==> src/rtl/bwg_pkg.sv <==
package bwg_pkg;

  typedef enum logic [1:0] {
    SQ_IDLE = 2'd0,
    SQ_ARM  = 2'd1,
    SQ_BEAT = 2'd2
  } sq_state_e;

  localparam int OFS_BASE  = 8'h20;
  localparam int OFS_COUNT = 8'h28;
  localparam int OFS_ERR   = 8'h30;
  localparam int OFS_CTRL  = 8'h38;

  localparam int FLAG_BIT  = 31;

endpackage

==> src/rtl/bwg_regs.sv <==
module bwg_regs
  import bwg_pkg::*;
#(
  parameter int ADDR_W = 32,
  parameter int CNT_W  = 12,
  parameter int LEN_W  = 8,
  parameter int RA_W   = 8
) (
  input  logic              clk,
  input  logic              rst_n,
  input  logic [RA_W-1:0]   reg_addr,
  input  logic              reg_wr,
  input  logic [63:0]       reg_wdata,
  input  logic              reg_rd,
  output logic [63:0]       reg_rdata,
  input  logic              xfer_done,
  input  logic              seq_done,
  output logic [ADDR_W-1:0] base_q,
  output logic [CNT_W-1:0]  cnt_q,
  output logic              mode_q,
  output logic              en_q,
  output logic [LEN_W-1:0]  len_q
);

  logic              hit_base, hit_count, hit_ctrl;
  logic [ADDR_W-1:0] base_d;
  logic [CNT_W-1:0]  cnt_d;
  logic              mode_d, en_d;
  logic [LEN_W-1:0]  len_d;
  logic [CNT_W-1:0]  xc_q, xc_d;
  logic [63:0]       rd_mux, rdata_q;
  logic              unused_hi;

  assign unused_hi = ^reg_wdata[63:32];

  assign hit_base  = (reg_addr == RA_W'(OFS_BASE));
  assign hit_count = (reg_addr == RA_W'(OFS_COUNT));
  assign hit_ctrl  = (reg_addr == RA_W'(OFS_CTRL));

  always_comb begin
    base_d = base_q;
    cnt_d  = cnt_q;
    mode_d = mode_q;
    en_d   = en_q;
    len_d  = len_q;
    if (reg_wr && hit_base) base_d = reg_wdata[ADDR_W-1:0];
    if (reg_wr && hit_count) begin
      cnt_d  = reg_wdata[CNT_W-1:0];
      mode_d = reg_wdata[FLAG_BIT];
    end
    if (reg_wr && hit_ctrl) begin
      en_d  = reg_wdata[FLAG_BIT];
      len_d = reg_wdata[LEN_W-1:0];
    end else if (seq_done) begin
      en_d = 1'b0;
    end
  end

  always_comb begin
    xc_d = xc_q;
    if (reg_rd && hit_count) xc_d = '0;
    if (xfer_done)           xc_d = xc_d + CNT_W'(1);
  end

  always_comb begin
    rd_mux = '0;
    if (hit_base) begin
      rd_mux[ADDR_W-1:0] = base_q;
    end else if (hit_count) begin
      rd_mux[FLAG_BIT]   = mode_q;
      rd_mux[CNT_W-1:0]  = xc_q;
    end else if (hit_ctrl) begin
      rd_mux[FLAG_BIT]   = en_q;
      rd_mux[LEN_W-1:0]  = len_q;
    end
  end

  always_ff @(posedge clk or negedge rst_n) begin
    if (!rst_n) begin
      base_q  <= '0;
      cnt_q   <= '0;
      mode_q  <= 1'b0;
      en_q    <= 1'b0;
      len_q   <= '0;
      xc_q    <= '0;
      rdata_q <= '0;
    end else begin
      base_q <= base_d;
      cnt_q  <= cnt_d;
      mode_q <= mode_d;
      en_q   <= en_d;
      len_q  <= len_d;
      xc_q   <= xc_d;
      if (reg_rd) rdata_q <= rd_mux;
    end
  end

  assign reg_rdata = rdata_q;

  assert_err_reads_zero_R10: assert property (@(posedge clk) disable iff (!rst_n)
    (reg_rd && reg_addr == RA_W'(OFS_ERR)) |=> (reg_rdata == 64'd0));

  assert_self_clear_R6: assert property (@(posedge clk) disable iff (!rst_n)
    (seq_done && !(reg_wr && hit_ctrl)) |=> !en_q);

  assert_read_clears_R9: assert property (@(posedge clk) disable iff (!rst_n)
    (reg_rd && hit_count && !xfer_done) |=> (xc_q == '0));

endmodule

==> src/rtl/bwg_pattern.sv <==
module bwg_pattern #(
  parameter int DATA_W = 32
) (
  input  logic                clk,
  input  logic                rst_n,
  input  logic                load,
  input  logic                step,
  output logic [DATA_W-1:0]   word,
  output logic [DATA_W/8-1:0] byteen
);

  localparam int LANES = DATA_W / 32;

  logic [31:0] idx_q, idx_d;

  always_comb begin
    idx_d = idx_q;
    if (load)      idx_d = '0;
    else if (step) idx_d = idx_q + 32'd1;
  end

  always_ff @(posedge clk or negedge rst_n) begin
    if (!rst_n) idx_q <= '0;
    else        idx_q <= idx_d;
  end

  for (genvar g = 0; g < LANES; g++) begin : g_lane
    assign word[32*g +: 32] = idx_q;
  end

  assign byteen = '1;

  assert_pattern_step_R5: assert property (@(posedge clk) disable iff (!rst_n)
    (step && !load) |=> (word[31:0] == $past(word[31:0]) + 32'd1));

endmodule

==> src/rtl/bwg_seq.sv <==
module bwg_seq
  import bwg_pkg::*;
#(
  parameter int ADDR_W = 32,
  parameter int CNT_W  = 12,
  parameter int LEN_W  = 8,
  parameter int BYTES  = 4
) (
  input  logic              clk,
  input  logic              rst_n,
  input  logic              en,
  input  logic              mode,
  input  logic [ADDR_W-1:0] base,
  input  logic [CNT_W-1:0]  cnt,
  input  logic [LEN_W-1:0]  len,
  input  logic              m_waitreq,
  output logic [ADDR_W-1:0] m_addr,
  output logic [LEN_W-1:0]  m_burstcount,
  output logic              m_write,
  output logic              beat_acc,
  output logic              run_load,
  output logic              xfer_done,
  output logic              seq_done
);

  localparam int SH = $clog2(BYTES);

  sq_state_e         st_q, st_d;
  logic [ADDR_W-1:0] addr_q, addr_d, stride;
  logic [CNT_W-1:0]  rem_q, rem_d;
  logic [LEN_W-1:0]  blen_q, blen_d, left_q, left_d;

  assign stride   = ADDR_W'(blen_q) << SH;
  assign beat_acc = (st_q == SQ_BEAT) && !m_waitreq;

  always_comb begin
    st_d      = st_q;
    addr_d    = addr_q;
    rem_d     = rem_q;
    blen_d    = blen_q;
    left_d    = left_q;
    run_load  = 1'b0;
    xfer_done = 1'b0;
    seq_done  = 1'b0;
    case (st_q)
      SQ_IDLE: begin
        if (en && len != '0) begin
          st_d     = SQ_ARM;
          addr_d   = base;
          rem_d    = cnt;
          run_load = 1'b1;
        end
      end
      SQ_ARM: begin
        if (!en) begin
          st_d = SQ_IDLE;
        end else if (!mode && rem_q == '0) begin
          seq_done = 1'b1;
          st_d     = SQ_IDLE;
        end else if (len != '0) begin
          blen_d = len;
          left_d = len;
          st_d   = SQ_BEAT;
        end
      end
      SQ_BEAT: begin
        if (beat_acc) begin
          left_d = left_q - LEN_W'(1);
          if (left_q == LEN_W'(1)) begin
            xfer_done = 1'b1;
            addr_d    = addr_q + stride;
            if (!mode) rem_d = rem_q - CNT_W'(1);
            st_d      = SQ_ARM;
          end
        end
      end
      default: st_d = SQ_IDLE;
    endcase
  end

  always_ff @(posedge clk or negedge rst_n) begin
    if (!rst_n) begin
      st_q   <= SQ_IDLE;
      addr_q <= '0;
      rem_q  <= '0;
      blen_q <= '0;
      left_q <= '0;
    end else begin
      st_q   <= st_d;
      addr_q <= addr_d;
      rem_q  <= rem_d;
      blen_q <= blen_d;
      left_q <= left_d;
    end
  end

  assign m_write      = (st_q == SQ_BEAT);
  assign m_addr       = addr_q;
  assign m_burstcount = blen_q;

  assert_hold_under_wait_R3: assert property (@(posedge clk) disable iff (!rst_n)
    (m_write && m_waitreq) |=> (m_write && $stable(m_addr) && $stable(m_burstcount)));

  assert_len_nonzero_R11: assert property (@(posedge clk) disable iff (!rst_n)
    m_write |-> (m_burstcount != '0));

  assert_addr_step_R4: assert property (@(posedge clk) disable iff (!rst_n)
    xfer_done |=> (m_addr == $past(m_addr) + (ADDR_W'($past(m_burstcount)) << SH)));

  assert_stop_after_burst_R8: assert property (@(posedge clk) disable iff (!rst_n)
    (!en && !m_write) |=> !m_write);

endmodule

==> src/rtl/burst_write_gen.sv <==
module burst_write_gen #(
  parameter int ADDR_W = 32,
  parameter int DATA_W = 32,
  parameter int CNT_W  = 12,
  parameter int LEN_W  = 8,
  parameter int RA_W   = 8
) (
  input  logic                clk,
  input  logic                rst_n,
  input  logic [RA_W-1:0]     reg_addr,
  input  logic                reg_wr,
  input  logic [63:0]         reg_wdata,
  input  logic                reg_rd,
  output logic [63:0]         reg_rdata,
  output logic [ADDR_W-1:0]   m_addr,
  output logic [LEN_W-1:0]    m_burstcount,
  output logic                m_write,
  output logic [DATA_W-1:0]   m_wdata,
  output logic [DATA_W/8-1:0] m_byteen,
  input  logic                m_waitreq
);

  localparam int BYTES = DATA_W / 8;

  logic              rst_s0, rst_s1;
  logic [ADDR_W-1:0] base_q;
  logic [CNT_W-1:0]  cnt_q;
  logic              mode_q, en_q;
  logic [LEN_W-1:0]  len_q;
  logic              beat_acc, run_load, xfer_done, seq_done;

  always_ff @(posedge clk or negedge rst_n) begin
    if (!rst_n) begin
      rst_s0 <= 1'b0;
      rst_s1 <= 1'b0;
    end else begin
      rst_s0 <= 1'b1;
      rst_s1 <= rst_s0;
    end
  end

  bwg_regs #(
    .ADDR_W(ADDR_W), .CNT_W(CNT_W), .LEN_W(LEN_W), .RA_W(RA_W)
  ) u_regs (
    .clk(clk), .rst_n(rst_s1),
    .reg_addr(reg_addr), .reg_wr(reg_wr), .reg_wdata(reg_wdata),
    .reg_rd(reg_rd), .reg_rdata(reg_rdata),
    .xfer_done(xfer_done), .seq_done(seq_done),
    .base_q(base_q), .cnt_q(cnt_q), .mode_q(mode_q), .en_q(en_q), .len_q(len_q)
  );

  bwg_seq #(
    .ADDR_W(ADDR_W), .CNT_W(CNT_W), .LEN_W(LEN_W), .BYTES(BYTES)
  ) u_seq (
    .clk(clk), .rst_n(rst_s1),
    .en(en_q), .mode(mode_q), .base(base_q), .cnt(cnt_q), .len(len_q),
    .m_waitreq(m_waitreq),
    .m_addr(m_addr), .m_burstcount(m_burstcount), .m_write(m_write),
    .beat_acc(beat_acc), .run_load(run_load),
    .xfer_done(xfer_done), .seq_done(seq_done)
  );

  bwg_pattern #(
    .DATA_W(DATA_W)
  ) u_pat (
    .clk(clk), .rst_n(rst_s1),
    .load(run_load), .step(beat_acc),
    .word(m_wdata), .byteen(m_byteen)
  );

endmodule

==> config.mk <==
export PLATFORM = sky130hd
export DESIGN_NAME = burst_write_gen
export DESIGN_NICKNAME = d
export VERILOG_FILES = /design/src/rtl/bwg_pkg.sv /design/src/rtl/bwg_regs.sv /design/src/rtl/bwg_pattern.sv /design/src/rtl/bwg_seq.sv /design/src/rtl/burst_write_gen.sv
export SDC_FILE = /design/constraint.sdc
export NUM_CORES = 1
export LEC_CHECK = 0
export ABC_CLOCK_PERIOD_IN_PS = 5810
export BUFFER_PORTS_ARGS = -buffer_cell sky130_fd_sc_hd__buf_4
export CORE_UTILIZATION = 50
export DETAILED_ROUTE_END_ITERATION = 10
export PLACE_DENSITY = 0.8
export SLEW_MARGIN = 10
export SYNTH_ARGS = -nofsm -noshare
export SYNTH_HDL_FRONTEND = slang
export SYNTH_SLANG_ARGS = --single-unit
==> constraint.sdc <==
create_clock -name clk -period 5.81 [get_ports clk]
set_input_delay 0.2905 -clock clk [delete_from_list [all_inputs] [get_ports clk]]
set_output_delay 0.2905 -clock clk [all_outputs]
set_load 0.005 [all_outputs]
==> tab_implementation.tex <==
\begin{tabular}{lr}
\hline
Metric & Value \\
\hline
\multicolumn{2}{l}{\textbf{Run status}} \\
\quad Result of the run & complete, no violations \\
\multicolumn{2}{l}{\textbf{STA}} \\
\quad Worst relative slew slack & 0.2611 \\
\quad Final WS setup & 2.313 ns \\
\quad Total Neg Setup Slack & 0 ns \\
\quad Final setup violation count & 0 \\
\quad Final count of hold timing violations & 0 \\
\quad Achievable clock frequency & 0.2860 GHz \\
\quad Setup repair after global routing missed its margin & no \\
\quad Slew at the pin closest to its max-slew limit & 1.108 ns \\
\quad Final slew viol count & 0 \\
\quad Crit share post-route & 0.6019 \\
\quad Min Clock Period, post-route & 3.497 ns \\
\quad Largest clock skew in the final design & 0.01201 ns \\
\multicolumn{2}{l}{\textbf{Job}} \\
\quad Total of max-cap violations & 0 \\
\multicolumn{2}{l}{\textbf{Cells and area}} \\
\quad Final non-filler cell total & 1400 \\
\quad Ratio of cells with drive above 1 in the final layout & 0.2441 \\
\quad Filler Cells Inserted & 1626 \\
\quad Flip-flop and latch area & 0.004858 mm2 \\
\quad Most common cell after layout, fill and taps aside & sky130\_fd\_sc\_hd\_\_dfrtp\_1 \\
\quad Area of the multi-input gates & 0.004646 mm2 \\
\quad Finished layout cell area & 0.01183 mm2 \\
\quad Final \#Nets & 1218 \\
\quad Number of antenna diodes & 0 \\
\quad Leading cell types in the layout, fill and taps excluded & sky130\_fd\_sc\_hd\_\_dfrtp\_1, sky130\_fd\_sc\_hd\_\_buf\_4, sky130\_fd\_sc\_hd\_\_nand2\_1, sky130\_fd\_sc\_hd\_\_nor2\_1, sky130\_fd\_sc\_hd\_\_o21ai\_0 \\
\quad Layout area overhead & 18.60\% \\
\multicolumn{2}{l}{\textbf{Power and ir drop}} \\
\quad Total Power & 3.715 mW \\
\quad Power density cells & 314.0 mW/mm2 \\
\quad Worst-case vdd ir drop & 0.0002385 V \\
\quad Static Leak & 5.543 nW \\
\multicolumn{2}{l}{\textbf{Global route}} \\
\quad Final global-route overflow total & 0 \\
\quad Global Route met3 Usage & 0.04628 \\
\quad Vias in the first global route & 7388 \\
\quad GR Util All Layers & 0.2456 \\
\quad Global-route met2 utilization & 0.3800 \\
\quad Number of antenna violations at the first check in global routing & 0 \\
\quad Maximum number of pins on one net before global-route repair & 193 \\
\quad Grt peak-use layer & met2 \\
\quad Global-route wire length before repair & 38900 um \\
\quad Met1 global-route usage & 0.3490 \\
\multicolumn{2}{l}{\textbf{Critical path}} \\
\quad Cells along the critical path & inv\_1 -> ha\_2 -> buf\_4 -> clkinv\_1 -> nor2\_1 -> o21a\_1 -> nand2\_1 -> nor3\_1 -> nor3\_1 \\
\quad Worst path required time & 6.14 ns \\
\quad Cell with the largest stage delay on the worst path & sky130\_fd\_sc\_hd\_\_o21a\_1 \\
\quad Critical path type & reg -> reg \\
\quad Register-to-Register Path Depth & 9 \\
\quad Cell seen most often among critical-path stages & sky130\_fd\_sc\_hd\_\_nor3\_1 \\
\quad Number of gates on the worst path with buffers counted & 9 \\
\quad Number of buffers and inverters on the critical path & 3 \\
\quad Sort of element at the start of the critical path & flop \\
\quad Maximum net fanout on the critical path & 47 \\
\quad Endpoint class of the critical path & flop \\
\quad Crit path DAT & 3.82 ns \\
\quad Worst stage delay on the critical path & 0.89 ns \\
\quad CP delay by family, top & simple AND/OR/NAND/NOR gates \\
\multicolumn{2}{l}{\textbf{Drt}} \\
\quad Remaining DRCs & 0 \\
\quad First-pass iteration count of the detailed router & 6 \\
\quad Antenna viol nets, final & 0 \\
\quad Average routed wire per standard cell & 17.71 um \\
\quad Routed wire length & 24790 um \\
\quad Via count & 8061 \\
\quad Count of routing violations after the opening detailed-route iteration & 727 \\
\quad Vias per inst & 5.758 \\
\multicolumn{2}{l}{\textbf{Synth}} \\
\quad Synth top area share & 0.4866 \\
\quad Async SR Flop Fraction & 1.000 \\
\quad Commonest register cell after synthesis & sky130\_fd\_sc\_hd\_\_dfrtp\_1 \\
\quad Leading area contributor after synthesis & sky130\_fd\_sc\_hd\_\_dfrtp\_1 \\
\quad Register area share after synthesis & 0.4866 \\
\quad Average cell area after synthesis & 10.06 um2 \\
\quad Number of flops mapped to enable cells by yosys & 0 \\
\quad Combined area of all synthesized cells & 0.009976 mm2 \\
\quad Post-synthesis instance total & 992 \\
\quad Number of synthesized register bits & 194 \\
\quad Synth warnings & 0 \\
\quad Distinct cells, synth & 73 \\
\quad Leading post-synthesis cells by cell area & sky130\_fd\_sc\_hd\_\_dfrtp\_1, sky130\_fd\_sc\_hd\_\_mux2\_2, sky130\_fd\_sc\_hd\_\_nand2\_1 \\
\multicolumn{2}{l}{\textbf{Clock network}} \\
\quad \# clock sinks & 194 \\
\quad Clock Latency Late Sink & 0.44 ns \\
\quad Clock Path Buffers & 2 \\
\quad Clock H-tree levels & 4 \\
\quad Clock-pin transition on the worst setup and hold timing paths & 0.08 ns \\
\quad Total clock buffers created by CTS & 17 \\
\quad Buffer count from post-CTS setup fixing & 0 \\
\quad Root Buffer & sky130\_fd\_sc\_hd\_\_clkbuf\_16 \\
\quad TritonCTS clock tree & done \\
\multicolumn{2}{l}{\textbf{Floorplanning}} \\
\quad Starting utilization of the core area & 0.5109 \\
\quad Number of standard-cell rows in the floorplan & 51 \\
\quad Ports placed on the boundary & 218 \\
\quad Overall die width & 143.3 um \\
\quad Die ar. & 0.02052 mm2 \\
\quad Area of the core & 0.01953 mm2 \\
\quad Die height & 143.3 um \\
\multicolumn{2}{l}{\textbf{Placed design}} \\
\quad Port Buf Inserts & 149 \\
\quad Final estimated routing congestion in global placement & 0.8571 \\
\quad HPWL after detailed placement & 16950 um \\
\quad Total placed cells including tap cells & 1367 \\
\quad Cell area reported after detailed placement & 0.01118 mm2 \\
\quad Worst setup slack after placement & 2.394 ns \\
\multicolumn{2}{l}{\textbf{Hold path}} \\
\quad Hold path cells & 2 \\
\quad Path class of the lowest-slack min-delay path & in -> reg \\
\hline
\end{tabular}
Yosys cell counts, types with 3 or more instances:
library cell and number:
sky130_fd_sc_hd__a22oi_1 9, sky130_fd_sc_hd__o22ai_1 24, sky130_fd_sc_hd__o211ai_1 6, sky130_fd_sc_hd__nand4_1 14, sky130_fd_sc_hd__xnor2_1 24, sky130_fd_sc_hd__nand2_1 87
sky130_fd_sc_hd__a21o_1 5, sky130_fd_sc_hd__and3_1 10, sky130_fd_sc_hd__buf_1 7, sky130_fd_sc_hd__nor2_1 69, sky130_fd_sc_hd__clkbuf_1 27, sky130_fd_sc_hd__inv_1 40
sky130_fd_sc_hd__a21oi_1 41, sky130_fd_sc_hd__xor2_1 14, sky130_fd_sc_hd__a211oi_1 7, sky130_fd_sc_hd__and4_1 8, sky130_fd_sc_hd__a211o_1 3, sky130_fd_sc_hd__buf_2 9
sky130_fd_sc_hd__nor4_1 10, sky130_fd_sc_hd__or3_1 18, sky130_fd_sc_hd__buf_4 37, sky130_fd_sc_hd__nand3_1 59, sky130_fd_sc_hd__nor3_1 21, sky130_fd_sc_hd__a2111oi_0 3
sky130_fd_sc_hd__nor2b_1 6, sky130_fd_sc_hd__ha_1 18, sky130_fd_sc_hd__a31o_2 3, sky130_fd_sc_hd__o32ai_1 3, sky130_fd_sc_hd__o21ai_0 63, sky130_fd_sc_hd__o2bb2ai_1 9
sky130_fd_sc_hd__dfrtp_1 194, sky130_fd_sc_hd__a221oi_1 4, sky130_fd_sc_hd__mux2_2 60, sky130_fd_sc_hd__mux2i_1 19, sky130_fd_sc_hd__a311oi_1 4, sky130_fd_sc_hd__and2_1 7
cell families (layout without fill, tap and decap cells):
logic type,Yosys count,count (layout),share of synthesized area
fa+ha+maj,19,19,0.02458
simple gates,326,326,0.1659
mux,79,79,0.08679
xor+xnor,38,38,0.03336
other cells,2,37,0.0007528
buf+inv,123,231,0.06221
flops,194,194,0.4866
compound gates,211,211,0.1397
layout make-up:
cell class / instances / area share
sequential: 194 / 0.4106
inverter: 41 / 0.01301
tap: 265 / 0.02802
clock inverter: 15 / 0.01819
timing repair buffer: 158 / 0.1015
clock buffer: 17 / 0.03596
multi-input combinational: 710 / 0.3927
power breakdown:
part	switching, mW	internal [mW]	total, mW
combinational	0.376	0.355	0.731
sequential	0.223	1.51	1.73
clock	0.588	0.668	1.26
worst paths after layout:
path | from | to | slack, ns
min in group asynchronous | rst_n | rst_s1 | 0.16
worst max register to register | u_seq.st_q[0] | u_seq.m_addr[23] | 2.31
max in group asynchronous | rst_s1 | u_pat.word[29] | 4.51
worst max-delay path | u_seq.st_q[0] | u_seq.m_addr[23] | 2.31
worst min-delay path | reg_wdata[13] | u_regs.base_q[13] | 0.08
worst min register to register | rst_s0 | rst_s1 | 0.36
metrics by stage:
stage / hold WS (ns) / util
6_report: 0.07605 / 0.6059
5_1_grt: 0.06645 / 0.6059
4_1_cts: 0.06805 / 0.6059
3_5_place_dp: 0.07406 / 0.5726
3_3_place_gp: 0.07281 / 0.5726
2_1_floorplan: -0.005091 / -
routing by layer:
layer  part of all wire  wire [um]  vias to the layer above
li1                   -          -                     3757
met1               0.45      11060                     3957
met2               0.47      11630                      314
met3              0.066       1632                       33
met4              0.019        460                        0
met5                  0          0                        -
state kept, by name, indices dropped and copies added (netlist names):
register and cells:
u_pat.word 32, u_regs.base_q 32, u_regs.reg_rdata 32, u_seq.m_addr 32
u_regs.cnt_q 12, u_regs.xc_q 12, u_seq.rem_q 12, u_regs.len_q 8
u_seq.left_q 8, u_seq.m_burstcount 8, u_seq.st_q 2, rst_s0 1
rst_s1 1, u_regs.en_q 1, u_regs.mode_q 1
what timing repair did:
action | CTS | global route
hold buffers | 1 | 0
endpoints found under the hold margin | 2 | 0
gates resized for setup | 0 | 0
Note: power is estimated with default switching activity, not from simulation.
